## config.mk

```make
export PLATFORM = sky130hd
export DESIGN_NAME = idle_wake_ctrl
export DESIGN_NICKNAME = d
export VERILOG_FILES = /design/src/rtl/idle_wake_pkg.sv /design/src/rtl/iw_tick_gen.sv /design/src/rtl/iw_state_ctrl.sv /design/src/rtl/iw_clkout_gate.sv /design/src/rtl/idle_wake_ctrl.sv
export SDC_FILE = /design/constraint.sdc
export NUM_CORES = 1
export LEC_CHECK = 0
export BUFFER_PORTS_ARGS = -buffer_cell sky130_fd_sc_hd__buf_2
export CORE_MARGIN = 1.5
export CORE_UTILIZATION = 40
export CTS_BUF_LIST = sky130_fd_sc_hd__clkbuf_8 sky130_fd_sc_hd__clkbuf_16
export DETAILED_ROUTE_END_ITERATION = 8
export PLACE_DENSITY = 0.64
export RECOVER_POWER = 50
export SLEW_MARGIN = 10
export SYNTH_ARGS = -nofsm -noshare
export SYNTH_HDL_FRONTEND = slang
export SYNTH_SLANG_ARGS = --single-unit
export TNS_END_PERCENT = 10
```

## constraint.sdc

```tcl
create_clock -name clk -period 1.9 [get_ports clk]
set_input_delay 0 -clock clk [delete_from_list [all_inputs] [get_ports clk]]
set_output_delay 0 -clock clk [all_outputs]
set_load 0.1 [all_outputs]
```

## src/rtl/idle_wake_pkg.sv

```systemverilog
package idle_wake_pkg;

  typedef enum logic [1:0] {
    IW_RUN   = 2'd0,
    IW_PLAIN = 2'd1,
    IW_DIV   = 2'd2
  } iw_state_e;

  // period of the divided tick for a given code: 2^(base+code)
  function automatic int unsigned iw_period(input int unsigned base_log2,
                                            input int unsigned code);
    return 32'd1 << (base_log2 + code);
  endfunction

  // counter width needed to hold period-1 for the largest code
  function automatic int unsigned iw_cnt_width(input int unsigned base_log2,
                                               input int unsigned code_w);
    return base_log2 + (32'd1 << code_w) - 1;
  endfunction

endpackage

```

## src/rtl/iw_tick_gen.sv

```systemverilog
module iw_tick_gen
  import idle_wake_pkg::*;
#(
  parameter int unsigned BASE_LOG2 = 4,
  parameter int unsigned CODE_W    = 2,
  parameter int unsigned CNT_W     = 7
) (
  input  logic              clk,
  input  logic              rst_n,
  input  logic              active,
  input  logic [CODE_W-1:0] code,
  output logic              tick
);
  localparam int unsigned NCODES = 1 << CODE_W;

  logic [CNT_W-1:0] last_tab [NCODES];
  logic [CNT_W-1:0] cnt_q;
  logic [CNT_W-1:0] last_v;

  for (genvar g = 0; g < NCODES; g++) begin : g_last
    assign last_tab[g] = CNT_W'(iw_period(BASE_LOG2, g) - 1);
  end

  assign last_v = last_tab[code];
  assign tick   = active && (cnt_q == last_v);

  always_ff @(posedge clk) begin
    if (!rst_n) begin
      cnt_q <= '0;
    end else if (!active || tick) begin
      cnt_q <= '0;
    end else begin
      cnt_q <= cnt_q + 1'b1;
    end
  end
endmodule

```

## src/rtl/iw_state_ctrl.sv

```systemverilog
module iw_state_ctrl
  import idle_wake_pkg::*;
#(
  parameter int unsigned CODE_W = 2
) (
  input  logic              clk,
  input  logic              rst_n,
  input  logic              idle_req,
  input  logic              div_sel,
  input  logic [CODE_W-1:0] code_in,
  input  logic              irq,
  input  logic              tick,
  output iw_state_e         state,
  output logic [CODE_W-1:0] code_q,
  output logic              accept,
  output logic              wake_fire,
  output logic              irq_held,
  output logic              wake_q
);
  always_comb begin
    accept    = (state == IW_RUN) && idle_req;
    wake_fire = ((state == IW_PLAIN) && irq) ||
                ((state == IW_DIV) && tick && (irq_held || irq));
  end

  always_ff @(posedge clk) begin
    if (!rst_n) begin
      state    <= IW_RUN;
      code_q   <= '0;
      irq_held <= 1'b0;
      wake_q   <= 1'b0;
    end else begin
      wake_q <= wake_fire;
      case (state)
        IW_RUN: begin
          irq_held <= 1'b0;
          if (accept) begin
            state  <= div_sel ? IW_DIV : IW_PLAIN;
            code_q <= code_in;
          end
        end
        IW_PLAIN: begin
          if (irq) state <= IW_RUN;
        end
        IW_DIV: begin
          if (wake_fire) begin
            state    <= IW_RUN;
            irq_held <= 1'b0;
          end else if (irq) begin
            irq_held <= 1'b1;
          end
        end
        default: state <= IW_RUN;
      endcase
    end
  end
endmodule

```

## src/rtl/iw_clkout_gate.sv

```systemverilog
module iw_clkout_gate (
  input  logic clk,
  input  logic rst_n,
  input  logic dis,
  output logic en
);
  always_ff @(posedge clk) begin
    if (!rst_n) en <= 1'b1;
    else        en <= !dis;
  end
endmodule

```

## src/rtl/idle_wake_ctrl.sv

```systemverilog
module idle_wake_ctrl
  import idle_wake_pkg::*;
#(
  parameter int unsigned BASE_LOG2 = 4,
  parameter int unsigned CODE_W    = 2
) (
  input  logic              clk,
  input  logic              rst_n,
  input  logic              idle_req,
  input  logic              div_sel,
  input  logic [CODE_W-1:0] div_code,
  input  logic              irq_pending,
  input  logic              clkout_dis,
  output logic              run_en,
  output logic              div_tick,
  output logic              wake_pulse,
  output logic              clkout_en
);
  localparam int unsigned CNT_W = iw_cnt_width(BASE_LOG2, CODE_W);

  iw_state_e         state;
  logic [CODE_W-1:0] code_q;
  logic              accept_idle;
  logic              wake_fire;
  logic              irq_held;
  logic              in_plain;
  logic              in_div;
  logic              tick;

  assign in_plain = (state == IW_PLAIN);
  assign in_div   = (state == IW_DIV);

  iw_state_ctrl #(.CODE_W(CODE_W)) u_ctrl (
    .clk       (clk),
    .rst_n     (rst_n),
    .idle_req  (idle_req),
    .div_sel   (div_sel),
    .code_in   (div_code),
    .irq       (irq_pending),
    .tick      (tick),
    .state     (state),
    .code_q    (code_q),
    .accept    (accept_idle),
    .wake_fire (wake_fire),
    .irq_held  (irq_held),
    .wake_q    (wake_pulse)
  );

  iw_tick_gen #(.BASE_LOG2(BASE_LOG2), .CODE_W(CODE_W), .CNT_W(CNT_W)) u_tick (
    .clk    (clk),
    .rst_n  (rst_n),
    .active (in_div),
    .code   (code_q),
    .tick   (tick)
  );

  iw_clkout_gate u_clko (
    .clk   (clk),
    .rst_n (rst_n),
    .dis   (clkout_dis),
    .en    (clkout_en)
  );

  assign run_en   = (state == IW_RUN);
  assign div_tick = tick;
endmodule

```

==> results.toml, run 1 <==
[run_status]
outcome = "complete, no violations"

[synthesis]
synth.most_common_cell = "dfxtp_1"
synthCells = 67
synth_edf_count = 0
syn-num-nets = 76
synth_warnings = 0
synth.distinct_cells = 28
synthTopCellsByArea = "dfxtp_1 47%, xor2_1 5.8%, nand3_1 5.0%"
syn_area_per_cell_um2 = 8.98
synth_commonest_cells = "14 x dfxtp_1, 8 x nor2_1, 6 x nand2_1, 6 x nand3_1, 4 x xor2_1"
synth_area_um2 = 602
yosys_register_bits = 14
async_flop_share = 0
synth.top_cell.area_share = 0.466
ys.flop_type = "dfxtp_1"
yosysSeqAreaShare = 0.466
synth.largest_area_cell = "dfxtp_1"

[global_route]
antenna_found_initial = 0
grt_usage = 0.142
grt_pass1_wl_um = 1910
overflow = 0
grt_pass1_vias = 452
grt_max_degree = 10

[setup_path]
critPathTopFamily = "simple AND/OR/NAND/NOR gates"
worstSetupStartpointType = "flop"
r2r-end = "u_tick.cnt_q[6]"
crit_required_ns = 1.90
reg2reg_slack_ns = 0.25
cp_num_buf_inv = 1
ff2ff_path_depth = 4
timing.critical_path.to_type = "output port"
max_stage_delay_ns = 0.38
crit_path_max_fanout = 5
rr_startpoint = "u_ctrl.code_q[0]"
worstSetupPathType = "flop to output port"
path_cells = "or3_1 -> a221o_1 -> nor2_2 -> and3_4 -> buf_12"
cp.arrival_ns = 1.84
slowest_stage = "a221o_1"

[routing]
dr_total_vias = 514
vias_per_cell = 5.19
wl_per_cell_um = 11.2
drt_iter0_drc = 7
firstDrtPassIters = 4
postRouteAntennaNets = 0
drc = 0
routed_wirelength_um = 1110

[timing]
final.setup.tns_ns = 0
fin_ws_ns = 0.0553
finalHoldViolations = 0
setup_viol = 0
worst_pin_slew_ns = 1.16
slew_violations = 0
period_share = 0.971
fmax_mhz = 542
hold-worst-slack_ns = 0.0311
min_period_ns = 1.84
relSlewSlack = 0.232
fin_skew_ns = 0.000467
rsz0062_at_grt = "false"

[floorplan]
start_util = 0.446
dieArea_um2 = 1750
row_count = 13
die_h_um = 41.8
die_w_um = 41.8
pin_count = 12
core_um2 = 1350

[min_path]
holdPathEnd = "u_ctrl.code_q[1]"
hold_path_depth = 3
hp-start = "div_code[1]"
hp-class = "input port to flop"

[pwr]
p_per_area_nw_per_um2 = 814
p_leak_uw = 0.000325
peakVddDrop_mv = 0.477

[final_layout]
fin_nets = 95
fillers = 135
drive_above_1_share = 0.190
fin_cells = 99
area_delta_synth_final_pct = 26.2
num_antenna_cells = 0
final_util = 0.563

[clock_network]
insertion_delay_ns = 0.24
numCtsBuffers = 3
cts_buffer_depth = 2
cts.reportedPaths.clkPinSlew_ns = 0.05
root_buffer = "clkbuf_8"
clkSinkCount = 14
tritoncts = "done"
cts_htree_levels = 1

[placement]
place.gp.congestion = 0.765
io_buffers = 11
dp_slack_ns = 0.270
place_inst = 93
dpl.hpwl_um = 813

[flow_run]
max_cap_violations = 0
-- where the power goes --
group          internal (uW)  switching [uW]
logic                   24.5            51.4
clock network            140            90.5
registers                303            8.88
total                    467             151
-- worst min-delay path: cells and delay by family --
kind,cells,cell delay [ns]
AOI/OAI and AO/OA,1,0.07
and+or+nand+nor,1,0.05
buffers and inverters,1,0.10
-- kinds of logic after synthesis --
| kind of cell | count (synthesis) | share of synthesized area |
|---|---|---|
| AND/OR/NAND/NOR | 31 | 0.258 |
| AO/OA/AOI/OAI | 14 | 0.170 |
| flip-flops | 14 | 0.466 |
| XOR/XNOR | 5 | 0.0728 |
| buffers and inverters | 2 | 0.0125 |
| adder cells (fa/ha/maj) | 1 | 0.0208 |
-- state kept, by name, summed over array words and instances (netlist names) --
signal / cells
u_ctrl.irq_held: 1
u_ctrl.wake_q: 1
u_clko.en: 1
u_tick.cnt_q: 7
u_ctrl.code_q: 2
u_ctrl.state: 2
-- how the worst max path moves through the flow --
| stage | from | to | slack (ns) | cells past startpoint |
|---|---|---|---|---|
| finish | u_ctrl.code_q[0] | div_tick | 0.06 | 5 |
| detailed placement | u_ctrl.code_q[0] | div_tick | 0.27 | 5 |
| CTS | u_ctrl.code_q[0] | div_tick | 0.03 | 5 |
| global route | u_ctrl.code_q[0] | div_tick | 0.02 | 5 |
| global placement | u_ctrl.code_q[0] | div_tick | 0.29 | 5 |
| floorplan | u_ctrl.code_q[0] | div_tick | -0.08 | 4 |
-- per-layer routing --
layer | share of wire | vias to the layer above | global-route usage
met2 | 0.45 | 13 | 0.213
met1 | 0.48 | 229 | 0.182
met5 | 0 | - | 0
met3 | 0.046 | 2 | 0.0261
met4 | 0.015 | 0 | 0.0968
li1 | - | 270 | -
-- area by class of cell --
class | count | area [um^2] | share of cell area
Tap cell | 15 | 18.8 | 0.0247
Sequential cell | 14 | 282 | 0.371
Inverter | 2 | 7.51 | 0.00988
Multi-Input combinational cell | 51 | 315 | 0.415
Timing Repair Buffer | 14 | 95.1 | 0.125
Clock buffer | 3 | 41.3 | 0.0544
-- metrics by stage --
| step | total power, uW | cell area, um^2 |
|---|---|---|
| detailed placement | 393 | 693 |
| CTS | 628 | 762 |
| floorplan | 372 | 604 |
| global route | 650 | 759 |
| global placement | 392 | 693 |
| finish | 618 | 759 |
-- layout by cell type, fill, tap and decap left out, drive strengths merged, types with 2 or more instances in the layout --
cell type,instances
a21boi,2
a21oi,2
and3,3
buf,9
clkbuf,6
dfxtp,14
dlygate4sd3,2
inv,2
nand2,6
nand3,6
nor2,9
o21ai,3
xor2,4
-- repair_timing --
item	CTS	global route
buffers inserted	1	0
hold buffers	2	0
endpoints found under the setup margin	1	1
pin swaps	1	0
resized for setup	0	2
hold endpoints to repair	1	0
(Power assumes the default switching activity.)
==> run 2: changes to the inputs <==
==> constraint.sdc (replaced) <==
create_clock -name clk -period 1.8 [get_ports clk]
set_input_delay 0 -clock clk [delete_from_list [all_inputs] [get_ports clk]]
set_output_delay 0 -clock clk [all_outputs]
set_load 0.1 [all_outputs]
==> results.toml, run 2 (synthesized netlist as in run 1, its figures left out) <==
[routing]
routed_wirelength_um = 1200
dr_total_vias = 537
wl_per_cell_um = 11.4
firstDrtPassIters = 4
drc = 0
drt_iter0_drc = 18
postRouteAntennaNets = 0
vias_per_cell = 5.11

[setup_path]
critPathTopFamily = "simple AND/OR/NAND/NOR gates"
max_stage_delay_ns = 0.40
crit_start = "u_ctrl.code_q[1]"
ff2ff_path_depth = 5
worstSetupStartpointType = "flop"
reg2reg_slack_ns = 0.13
rr_startpoint = "u_ctrl.code_q[1]"
cp.arrival_ns = 1.80
slowest_stage = "a221o_1"
crit_required_ns = 1.80
crit_path_max_fanout = 2
path_cells = "or3_1 -> a221o_1 -> nor2_4 -> and3_4 -> buf_12"
r2r-end = "u_tick.cnt_q[6]"
path_depth = 5
endpoint = "div_tick"
timing.critical_path.to_type = "output port"
worstSetupPathType = "flop to output port"
cp_num_buf_inv = 1

[floorplan]
die_h_um = 41.8
die_w_um = 41.8
core_um2 = 1350
start_util = 0.446
dieArea_um2 = 1750
pin_count = 12
row_count = 13

[timing]
finalHoldViolations = 0
fmax_mhz = 555
period_share = 1.00
setup_viol = 1
worst_pin_slew_ns = 1.16
relSlewSlack = 0.232
fin_skew_ns = 0.00276
rsz0062_at_grt = "true"
fin_ws_ns = -0.00170
min_period_ns = 1.80
slew_violations = 0

[global_route]
met3_usage = 0.0391
grt_pass1_wl_um = 2040
grt_usage = 0.153
grt_pass1_vias = 459
grt_use_met2 = 0.200
busiest_layer = "met1"
grt_max_degree = 10
overflow = 0
grtUsageMet1 = 0.219
antenna_found_initial = 0

[final_layout]
num_antenna_cells = 0
area_delta_synth_final_pct = 38.5
drive_above_1_share = 0.322
fin_area_um2 = 833
top_regs = "u_tick.cnt_q (7), u_ctrl.code_q (2), u_ctrl.state (2)"
fin_cells = 105
fin_nets = 100
multi_input_area_um2 = 334
layout_commonest_cell = "dfxtp_1"
largest_register_ffs = 7
fillers = 125
seqCellArea_um2 = 285
layout_common_cells = "10 x dfxtp_1, 8 x buf_2, 7 x nor2_1"
largest-register = "u_tick.cnt_q"

[pwr]
seqPwrFrac = 0.458
p_switching_uw = 174
switching_share = 0.243
internal_power_uw = 544
p_leak_uw = 0.000358
peakVddDrop_mv = 0.442
finalPower_uw = 718
p_per_area_nw_per_um2 = 862
p_clk_frac = 0.419
combinationalPowerShare = 0.123

[clock_network]
cts_htree_levels = 1
tritoncts = "done"
cts.reportedPaths.clkPinSlew_ns = 0.06
insertion_delay_ns = 0.24
root_buffer = "clkbuf_8"
clkSinkCount = 14
numCtsBuffers = 3
cts_buffer_depth = 2

[run_status]
violations = "setup timing"
outcome = "finished, violations left"

[flow_run]
max_cap_violations = 0

[placement]
placed_area_um2 = 693
io_buffers = 11
place.gp.congestion = 0.764
dpl.hpwl_um = 773
place_inst = 93

[min_path]
hp-class = "input port to flop"
-- run 2: repair_timing --
| item | CTS | global route |
|---|---|---|
| resized for setup | 4 | 4 |
| pin swaps | 3 | 2 |
| buffers inserted | 3 | 3 |
| endpoints found under the hold margin | 1 | 0 |
| hold buffers | 2 | 0 |
| endpoints found under the setup margin | 1 | 1 |
-- run 2: worst min-delay path, cell delays in order --
cell and delay, ns:
buf_2 0.10, nand3_1 0.05, a21boi_0 0.07
-- run 2: worst min path at each step --
| stage | depth (start not counted) | slack [ns] | startpoint | to |
|---|---|---|---|---|
| final | 3 | 0.01 | div_code[1] | u_ctrl.code_q[1] |
| after global placement | 2 | 0.17 | clkout_dis | u_clko.en |
| after detailed placement | 2 | 0.17 | clkout_dis | u_clko.en |
| after global routing | 3 | 0.04 | div_code[1] | u_ctrl.code_q[1] |
| after floorplan | 1 | 0.06 | rst_n | u_clko.en |
| after CTS | 3 | 0.02 | div_code[1] | u_ctrl.code_q[1] |
-- run 2: final cells by class --
class / instances / share of cell area
multi-input combinational: 51 / 0.401
sequential: 14 / 0.342
timing repair buffer: 19 / 0.159
clock buffer: 4 / 0.0661
tap: 15 / 0.0225
inverter: 2 / 0.00901
-- run 2: layer usage --
layer  vias up  wire length, um
met3         2               54
met1       239              608
li1        284                -
met4         0               17
met5         -                0
met2        12              519
-- run 2: power by group through the flow --
stage	Clock [uW]	Sequential (uW)	Combinational, uW
after floorplan	0	345	47.1
after global placement	0	336	77.7
after detailed placement	0	336	78.3
after CTS	307	328	88.2
after global routing	324	330	95.6
final	301	329	88.6
-- run 2: stage by stage --
stage	utilization	hold slack [ns]	setup slack, ns	setup TNS (ns)
floorplan	-	0.0619	-0.182	-0.182
global placement	0.513	0.167	0.192	0
detailed placement	0.513	0.167	0.175	0
CTS	0.595	0.0174	-0.0274	-0.0274
global route	0.617	0.0365	-0.0476	-0.0476
finish	0.617	0.0140	-0.00170	-0.00170
